`src/rtl/dem_pkg.sv`:
```
package dem_pkg;
  typedef enum logic [1:0] {
    SEQ_ZERO = 2'b00,
    SEQ_POS  = 2'b01,
    SEQ_NEG  = 2'b11
  } seq_code_e;

  // the two random bits are folded so a biased single bit cannot bias the sign
  function automatic seq_code_e pick_sign(input logic [1:0] r);
    return (r[0] ^ r[1]) ? SEQ_NEG : SEQ_POS;
  endfunction
endpackage

```
`src/rtl/dem_split_node.sv`:
```
module dem_split_node #(
  parameter int IN_W = 4
) (
  input  logic [IN_W-1:0] x_i,
  input  logic [1:0]      rnd_i,
  output logic [IN_W-2:0] hi_o,
  output logic [IN_W-2:0] lo_o,
  output logic [1:0]      code_o
);
  import dem_pkg::*;

  localparam int OUT_W = IN_W - 1;

  seq_code_e  code;
  logic [OUT_W-1:0] half_floor;

  always_comb begin
    code       = x_i[0] ? pick_sign(rnd_i) : SEQ_ZERO;
    half_floor = x_i[IN_W-1:1];
    hi_o       = half_floor + OUT_W'(code == SEQ_POS);
    lo_o       = half_floor + OUT_W'(code == SEQ_NEG);
    code_o     = code;
  end
endmodule

```
`src/rtl/dem_tree.sv`:
```
module dem_tree #(
  parameter int DEPTH = 3
) (
  input  logic [DEPTH:0]               x_i,
  input  logic [2*(2**DEPTH-1)-1:0]    rnd_i,
  output logic [2**DEPTH-1:0]          bits_o,
  output logic [2*(2**DEPTH-1)-1:0]    codes_o
);
  localparam int N_LEAF = 2**DEPTH;

  // level 0 holds the root value; level DEPTH holds one-bit leaf values.
  // position 0 in a level is the upper-most branch.
  for (genvar lv = 0; lv <= DEPTH; lv++) begin : g_lv
    localparam int W = DEPTH - lv + 1;
    logic [W-1:0] val [2**lv];

    if (lv == 0) begin : g_root
      assign val[0] = x_i;
    end else begin : g_nodes
      for (genvar p = 0; p < 2**(lv-1); p++) begin : g_nd
        // flat index = 2**DEPTH - 1 - heap index of the parent node
        localparam int FLAT = N_LEAF - 1 - (2**(lv-1) + p);
        dem_split_node #(.IN_W(W + 1)) u_nd (
          .x_i   (g_lv[lv-1].val[p]),
          .rnd_i (rnd_i[2*FLAT +: 2]),
          .hi_o  (val[2*p]),
          .lo_o  (val[2*p+1]),
          .code_o(codes_o[2*FLAT +: 2])
        );
      end
    end

    if (lv == DEPTH) begin : g_leaf
      for (genvar q = 0; q < N_LEAF; q++) begin : g_bit
        assign bits_o[N_LEAF-1-q] = val[q][0];
      end
    end
  end
endmodule

```
`src/rtl/dem_seg_switch.sv`:
```
module dem_seg_switch #(
  parameter int LVL_W  = 5,
  parameter int FULL_W = 4,
  parameter int HALF_W = 2
) (
  input  logic [LVL_W-1:0]  w_i,
  input  logic [1:0]        rnd_i,
  output logic [FULL_W-1:0] full_o,
  output logic [HALF_W-1:0] half_o,
  output logic [1:0]        code_o
);
  import dem_pkg::*;

  seq_code_e code;

  always_comb begin
    if (w_i[0])          code = SEQ_ZERO;
    else if (w_i == '0)  code = SEQ_POS;   // keep both shares non-negative
    else                 code = pick_sign(rnd_i);

    unique case (code)
      SEQ_POS: half_o = HALF_W'(0);
      SEQ_NEG: half_o = HALF_W'(2);
      default: half_o = HALF_W'(1);
    endcase

    full_o = w_i[FULL_W:1] - FULL_W'(code == SEQ_NEG);
    code_o = code;
  end
endmodule

```
`src/rtl/dem_scramble_enc.sv`:
```
module dem_scramble_enc #(
  parameter int FULL_DEPTH = 3,
  parameter int HALF_DEPTH = 1,
  parameter int N_FULL = 2**FULL_DEPTH,
  parameter int N_HALF = 2**HALF_DEPTH,
  parameter int N_SEQ  = N_FULL + N_HALF - 1,
  parameter int CODE_W = $clog2(N_FULL + 1)
) (
  input  logic                 clk,
  input  logic                 rst_n,
  input  logic                 in_valid,
  output logic                 in_ready,
  input  logic [CODE_W-1:0]    flash_code,
  input  logic                 gain_dither,
  input  logic [2*N_SEQ-1:0]   rnd_bits,
  output logic                 out_valid,
  input  logic                 out_ready,
  output logic [N_FULL-1:0]    dac_full,
  output logic [N_HALF-1:0]    dac_half,
  output logic [2*N_SEQ-1:0]   seq_codes
);
  localparam int LVL_W   = CODE_W + 1;
  localparam int FULL_W  = FULL_DEPTH + 1;
  localparam int HALF_W  = HALF_DEPTH + 1;
  localparam int HSEQ    = N_HALF - 1;
  localparam int FSEQ    = N_FULL - 1;

  logic [CODE_W-1:0]  code_sat;
  logic [LVL_W-1:0]   level;
  logic [FULL_W-1:0]  full_share;
  logic [HALF_W-1:0]  half_share;
  logic [N_FULL-1:0]  full_bits;
  logic [N_HALF-1:0]  half_bits;
  logic [2*N_SEQ-1:0] codes;
  logic               take;

  assign code_sat = (flash_code > CODE_W'(N_FULL)) ? CODE_W'(N_FULL) : flash_code;
  assign level    = {code_sat, gain_dither};

  dem_seg_switch #(.LVL_W(LVL_W), .FULL_W(FULL_W), .HALF_W(HALF_W)) u_seg (
    .w_i   (level),
    .rnd_i (rnd_bits[1:0]),
    .full_o(full_share),
    .half_o(half_share),
    .code_o(codes[1:0])
  );

  dem_tree #(.DEPTH(HALF_DEPTH)) u_half (
    .x_i    (half_share),
    .rnd_i  (rnd_bits[2 +: 2*HSEQ]),
    .bits_o (half_bits),
    .codes_o(codes[2 +: 2*HSEQ])
  );

  dem_tree #(.DEPTH(FULL_DEPTH)) u_full (
    .x_i    (full_share),
    .rnd_i  (rnd_bits[2+2*HSEQ +: 2*FSEQ]),
    .bits_o (full_bits),
    .codes_o(codes[2+2*HSEQ +: 2*FSEQ])
  );

  assign in_ready = !out_valid || out_ready;
  assign take     = in_valid && in_ready;

  always_ff @(posedge clk or negedge rst_n) begin
    if (!rst_n) begin
      out_valid <= 1'b0;
      dac_full  <= '0;
      dac_half  <= '0;
      seq_codes <= '0;
    end else begin
      if (take) begin
        out_valid <= 1'b1;
        dac_full  <= full_bits;
        dac_half  <= half_bits;
        seq_codes <= codes;
      end else if (out_ready) begin
        out_valid <= 1'b0;
      end
    end
  end
endmodule

```
`config.mk`:
```
export PLATFORM = sky130hd
export DESIGN_NAME = dem_scramble_enc
export DESIGN_NICKNAME = d
export VERILOG_FILES = /design/src/rtl/dem_pkg.sv /design/src/rtl/dem_split_node.sv /design/src/rtl/dem_tree.sv /design/src/rtl/dem_seg_switch.sv /design/src/rtl/dem_scramble_enc.sv
export SDC_FILE = /design/constraint.sdc
export NUM_CORES = 1
export LEC_CHECK = 0
export ABC_AREA = 1
export BUFFER_PORTS_ARGS = -buffer_cell sky130_fd_sc_hd__buf_2
export CORE_MARGIN = 4
export CORE_UTILIZATION = 45
export CTS_CLUSTER_SIZE = 20
export DETAILED_ROUTE_END_ITERATION = 10
export PLACE_DENSITY = 0.72
export SKIP_LAST_GASP = 1
export SYNTH_ARGS = -nofsm -noshare
export SYNTH_HDL_FRONTEND = slang
export SYNTH_SLANG_ARGS = --single-unit
```
`constraint.sdc`:
```
create_clock -name clk -period 1.5 [get_ports clk]
set_clock_uncertainty 0.05 [all_clocks]
set_input_delay 0.075 -clock clk [delete_from_list [all_inputs] [get_ports clk]]
set_output_delay 0.075 -clock clk [all_outputs]
set_load 0.01 [all_outputs]
```
Yosys cells after proc, flatten, opt, wreduce, memory -nomap -nowiden --
Cells that the tools add are included.
Storage, ports and cells: input bits 27, flip-flop bits (word level) 29, logic and storage cells 77, output and inout bits 30
Cells by class: reduce and logical (&&, ||, !) cells 5, bitwise logic cells 9, eq/ne operators 18, add/sub/neg operators 17, muxes and demuxes 23, order comparisons 1
Operator list (count):
- 2-bit two-way mux | 19
- 2-bit by 1-bit == test with 1-bit output (second input constant) | 9
- 2-bit == test (second input constant) | 9
- 1-bit adder | 10
- 1-bit bitwise XOR | 9
- 2-bit by 1-bit adder with 2-bit output | 4
- 3-bit by 1-bit adder with 3-bit output | 2
- 5-bit zero test | 1
- 4-bit > comparator (second input constant) | 1
- 4-bit two-way mux | 1
- 2-bit case mux with 2 select lines | 1
- 4-bit by 1-bit subtractor with 4-bit output | 1
- 1-bit two-way mux | 2
- 2-bit nonzero test | 1
- 1-bit logical AND | 1
- 1-bit zero test | 1
- 1-bit logical OR | 1

Longest topological paths before layout --
word-level depth 16, depth in mapped cells 15, gate-level depth less buffers 15

By module --
From an unflattened synthesis, not the netlist that was laid out.
Second synthesis, totals: cells, all modules 299, area total of the unflattened synthesis 2045.7 um^2
Modules (own cells, without submodules):
- dem_scramble_enc | area each 1182.4 um^2, times used 1, cells an instance 133, seq. area each 725.7 um^2
- dem_split_node at u_full.g_lv[3].g_nodes.g_nd[0].u_nd ... | area each 85.1 um^2, times used 5, cells an instance 18, seq. area each 0.0 um^2
- dem_split_node at u_full.g_lv[2].g_nodes.g_nd[0].u_nd ... | area each 95.1 um^2, times used 2, cells an instance 17, seq. area each 0.0 um^2
- dem_seg_switch | area each 127.6 um^2, times used 1, cells an instance 23, seq. area each 0.0 um^2
- dem_split_node at u_full.g_lv[1].g_nodes.g_nd[0].u_nd | area each 120.1 um^2, times used 1, cells an instance 19, seq. area each 0.0 um^2

Worst setup path after synthesis --
Ideal clock, no wire load.
path type input -> register, start point input flash_code[0], end point register dac_full[4], buffers on the path 0, slack -745 ps, required time 1388 ps, stages on the path 14, arrival 2132 ps, path through nor4_1 > nor3_1 > ha_1 > ha_1 > inv_1 > ha_1 > ha_1 > ha_1 > inv_1 > nor3_1 > a21oi_1 > nand2_1 > nand2_1 > inv_1
On the way: cells in the longest elaborated chain, start to end 16
Ends and longest elaborated chain:
- from (decl) | line dem_scramble_enc.sv:13 | input logic [CODE_W-1:0] flash_code,
- 4-bit > comparator | line dem_scramble_enc.sv:37 | assign code_sat = (flash_code > CODE_W'(N_FULL)) ? CODE_W'(N_FULL) : flash_code;
- 4-bit two-way mux (*) | line dem_scramble_enc.sv:37
- 5-bit zero test (*) | line dem_seg_switch.sv:18 | else if (w_i == '0) code = SEQ_POS;
- 2-bit two-way mux (*) | line dem_seg_switch.sv:18
- 2-bit two-way mux (*) | line dem_seg_switch.sv:17 | if (w_i[0]) code = SEQ_ZERO;
- named net codes[1] | line dem_scramble_enc.sv:34 | logic [2*N_SEQ-1:0] codes;
- 2-bit == test (*) | line dem_seg_switch.sv:27 | full_o = w_i[FULL_W:1] - FULL_W'(code == SEQ_NEG);
- 4-bit by 1-bit subtractor with 4-bit output (*) | line dem_seg_switch.sv:27
- [2 not listed]
- 3-bit by 1-bit adder with 3-bit output (*) | line dem_split_node.sv:20 | hi_o = half_floor + OUT_W'(code == SEQ_POS);
- 2-bit two-way mux | line dem_split_node.sv:18 | code = x_i[0] ? pick_sign(rnd_i) : SEQ_ZERO;
- 2-bit == test | line dem_split_node.sv:21 | lo_o = half_floor + OUT_W'(code == SEQ_NEG);
- 2-bit by 1-bit adder with 2-bit output (*) | line dem_split_node.sv:21
- 2-bit two-way mux (*) | line dem_split_node.sv:18
- named net codes[8] | line dem_scramble_enc.sv:34
- 2-bit == test (*) | line dem_split_node.sv:21
- 1-bit adder (*) | line dem_split_node.sv:21
- to (signal assigned) | line dem_scramble_enc.sv:74 | dac_full <= full_bits;
- to (decl) | line dem_scramble_enc.sv:18 | output logic [N_FULL-1:0] dac_full,
Mark *: on every way through the listed nets, which the timed path passes. The rest lies on a longest branch. A chain may end at the register's enable or synchronous reset.

Worst setup path in the final report --
start point input flash_code[1], end point register dac_full[4]
On the way: cells in the longest elaborated chain, start to end 16
Ends and longest elaborated chain (line):
- 4-bit > comparator | dem_scramble_enc.sv:37
- 4-bit two-way mux (*) | dem_scramble_enc.sv:37
- 5-bit zero test (*) | dem_seg_switch.sv:18
- 2-bit two-way mux (*) | dem_seg_switch.sv:18
- 2-bit two-way mux (*) | dem_seg_switch.sv:17
- named net codes[1] | dem_scramble_enc.sv:34
- 2-bit == test (*) | dem_seg_switch.sv:27
- 4-bit by 1-bit subtractor with 4-bit output (*) | dem_seg_switch.sv:27
- [3 not listed]
- 2-bit two-way mux (*) | dem_split_node.sv:18
- named net codes[14] | dem_scramble_enc.sv:34
- 2-bit == test (*) | dem_split_node.sv:21
- 2-bit by 1-bit adder with 2-bit output (*) | dem_split_node.sv:21
- 2-bit two-way mux (*) | dem_split_node.sv:18
- named net codes[8] | dem_scramble_enc.sv:34
- 2-bit == test (*) | dem_split_node.sv:21
- 1-bit adder (*) | dem_split_node.sv:21
Marked as above.

==> results.md <==
- Fill cells in the final layout number 305.
- The run finished, with violations left.
- The worst setup path is of the in -> reg kind.
- Routability-driven placement finished with a final weighted congestion of 0.733.
- The largest net degree at the start of global routing is 30.
- In this run the power density over the cells is 1200 nW/um2.
- The post-placement worst setup slack is -0.894 ns.
- At the pin with the least slew margin, the transition time is 0.644 ns.
- The placed standard-cell area is 2380 um2.
- The later pin in the worst-skew pair is clocked with a latency of 0.28 ns.
- The number of antenna violations at the first check in global routing is 0.
- The starting DRC count in detailed routing is 79.
- The number of antenna diodes is 0.
- From bottom edge to top edge, the die measures 70.2 um.
- The fraction of final layout cells with drive strength greater than 1 is 0.526.
- Setup violations remaining at the end of the flow were counted as 18.
- The maximum vdd ir drop is 776 uV.
- Global routing finished with a remaining overflow of 0.
- The maximum buffer depth of the clock tree is 2.
- The die outline area is around 4900 um2.
- The most numerous cell in the Yosys netlist is nand2_1.
- The average wire length per cell after detail routing is 12.1 um.
- The wire length of the first global-routing pass is 6.88 mm.
- Counting flops with a built-in enable in the synthesized netlist gives 0.
- TritonCTS created 5 clock buffers.
- The worst setup path is launched from a primary input.
- In this run the clock root is driven by a clkbuf_8.
- The endpoint class of the critical path is a flop.
- Setup repair after global routing could not meet its margin everywhere.
- The depth of the CTS H-tree is 2.
- For this run, design rule violations remaining after detail routing come to 0.
- The total I/O pin count is 57.
- Clock-pin slew was measured on the worst setup and hold paths at 0.06 ns.
- Total power for the finished layout comes to 3190 uW.
- The final reports fail on setup timing.
- The biggest fanout along the worst timing path is 3.
- Ranked by total cell area, the synthesized netlist is headed by dfrtp_1, nand2_1, ha_1, inv_1, nand3_2.
- The first detailed-routing pass took 4 iterations.
- In this run the tightest slew margin relative to its limit is 0.571.
- The total count of hold-check failures in the final report is 0.
- Synthesis handed over a netlist of around 210 instances.
- The share of the synthesized area in the top cell type is 0.416.
- For this design the static power due to leakage is roughly 0.0014 uW.
- The layout net count is 329.
- After routing, the total negative slack on setup checks comes to -7.81 ns.
- The number of global-route vias before repair is 1588.
- CTS saw 29 sinks.
- The final count of pins violating max slew is 0.
- The synthesized cell area is 1740 um2.
- The routed design has 4.13 mm of wire.
- The count of input and output buffers is 56.
- The floorplan die width is 70.2 um.
- After legalization and detailed placement, the total HPWL measured 3.12 mm.
- Summed over all instances, the cell type with the most area after synthesis is dfrtp_1.
- The number of different library cells used by synthesis comes to 28.
- At the worst endpoint, the arrival time is 2.21 ns.
- The final critical delay including setup and external delays is 2.08 ns.
- Max-cap violations in this run came to 0.
- Synthesis produced a netlist with a net count of roughly 250.
- The flip-flop and latch count after synthesis is 29.
- The routed via count divided by cell count is 4.70.
- In the finished design, the share of the clock period the worst path needs comes to 1.39.
- The number of placement rows is 22.
- After synthesis, the most frequently instantiated cells are nand2_1, dfrtp_1, inv_1.
- The Yosys step of the flow raised 0 warnings.
- The number of routed nets with antenna violations is 0.
- Static timing analysis puts the maximum clock frequency at 0.481 GHz.
- The worst hold path belongs to the class in -> reg.
- The total area inside the core boundary comes to 3690 um2.
- Once layout is done, the placed cells without fillers occupy between 2000 and 3000 um2.
- For this run, the register share of the synthesized area comes to 0.416.
- The required time of the critical path is 1.63 ns.
- Relative to the synthesized area, the layout overhead comes to 52.5%.
- The total number of vias is roughly 1600.
- In the global route stage, overall resource usage came out at 0.175.
- The mean instance size in the synthesized netlist is 8.34 um2.
- In the synthesized netlist the dominant register cell turns out to be dfrtp_1.
- Counting flops with an async set or reset pin after synthesis yields a share of 1.00.
- The slack of the critical path is -0.581 ns.
- The clock tree from TritonCTS is yes.
- The initial utilization of the core area, before any placement, comes to 0.473.
==> stage by stage <==
| step | util | std cells | hold WS, ns |
|---|---|---|---|
| 6_report | 0.721 | 341 | 0.0142 |
| 5_1_grt | 0.721 | 341 | 0.0165 |
| 4_1_cts | 0.699 | 338 | 0.00961 |
| 3_5_place_dp | 0.646 | 326 | 0.101 |
| 3_3_place_gp | 0.646 | 326 | 0.0936 |
| 2_1_floorplan | - | 209 | -0.271 |
==> cell families after synthesis <==
group	count (synthesis)	share of synthesized area
buffers and inverters	35	0.0840
XOR/XNOR	10	0.0503
AO/OA/AOI/OAI	20	0.0603
adder cells (fa/ha/maj)	10	0.0718
flip-flops	29	0.416
AND/OR/NAND/NOR	104	0.312
multiplexers	1	0.00574
==> state kept, by name, indices dropped and copies added (netlist names) <==
| signal | count |
|---|---|
| dac_full | 8 |
| seq_codes | 18 |
| dac_half | 2 |
| out_valid | 1 |
==> critical path, stage by stage <==
cell,delay (ns)
buf_6,0.10
nor4_4,0.36
nor3_4,0.08
ha_2,0.20
ha_4,0.28
inv_4,0.04
ha_4,0.27
inv_4,0.04
nor2_4,0.13
ha_4,0.23
inv_4,0.07
nor3_4,0.04
a21oi_1,0.14
nand2_1,0.06
nand2_1,0.05
inv_1,0.04
==> worst paths after layout <==
kind	start	endpoint	slack, ns	depth (start not counted)
hold reg to reg	seq_codes[9]	seq_codes[9]	0.43	1
setup reg to reg	out_valid	dac_full[1]	0.12	7
setup / recovery	flash_code[1]	dac_full[4]	-0.58	16
max in group asynchronous	rst_n	seq_codes[6]	0.67	2
min in group asynchronous	rst_n	seq_codes[11]	0.31	2
hold / removal	out_ready	out_valid	0.01	4
==> report_power, final <==
part	internal, uW	leakage (uW)	total, uW	switching, uW
clock	541	0.0000585	834	294
sequential	962	0.000364	1060	95.6
combinational	608	0.000958	1300	689
total	2110	0.00138	3190	1080
==> layer usage <==
layer,GRT usage,up-vias,wire length (um)
li1,-,831,-
met1,0.188,729,1670
met2,0.322,37,2210
met3,0.0532,6,211
met4,0.0574,0,31
met5,0,-,0
==> timing repair <==
item / 4_1_cts / 5_1_grt
resized for setup: 12 / 15
setup buffers: 3 / 3
gates cloned: 0 / 0
hold buffers: 1 / 0
endpoints found under the hold margin: 29 / 0
endpoints found under the setup margin: 19 / 20
pin swaps: 24 / 14
==> layout make-up <==
type	instances	area, um2	area share
repair buffers	81	490	0.184
inverters	30	128	0.0480
multi-input cells	145	1140	0.428
well taps	48	60.1	0.0226
clock inverters	1	30.0	0.0113
flip-flops and latches	29	726	0.273
clock buffers	7	86.3	0.0325
==> placed cells by master, fill, tap and decap left out, types with 8 or more instances in the layout <==
cell,count
o21ai_1,10
buf_2,54
ha_4,9
nand2_1,52
nand3_2,10
dfrtp_1,29
inv_1,19
nand2_2,10
buf_4,22
xnor2_1,8
Note: power is estimated with default switching activity, not from simulation.
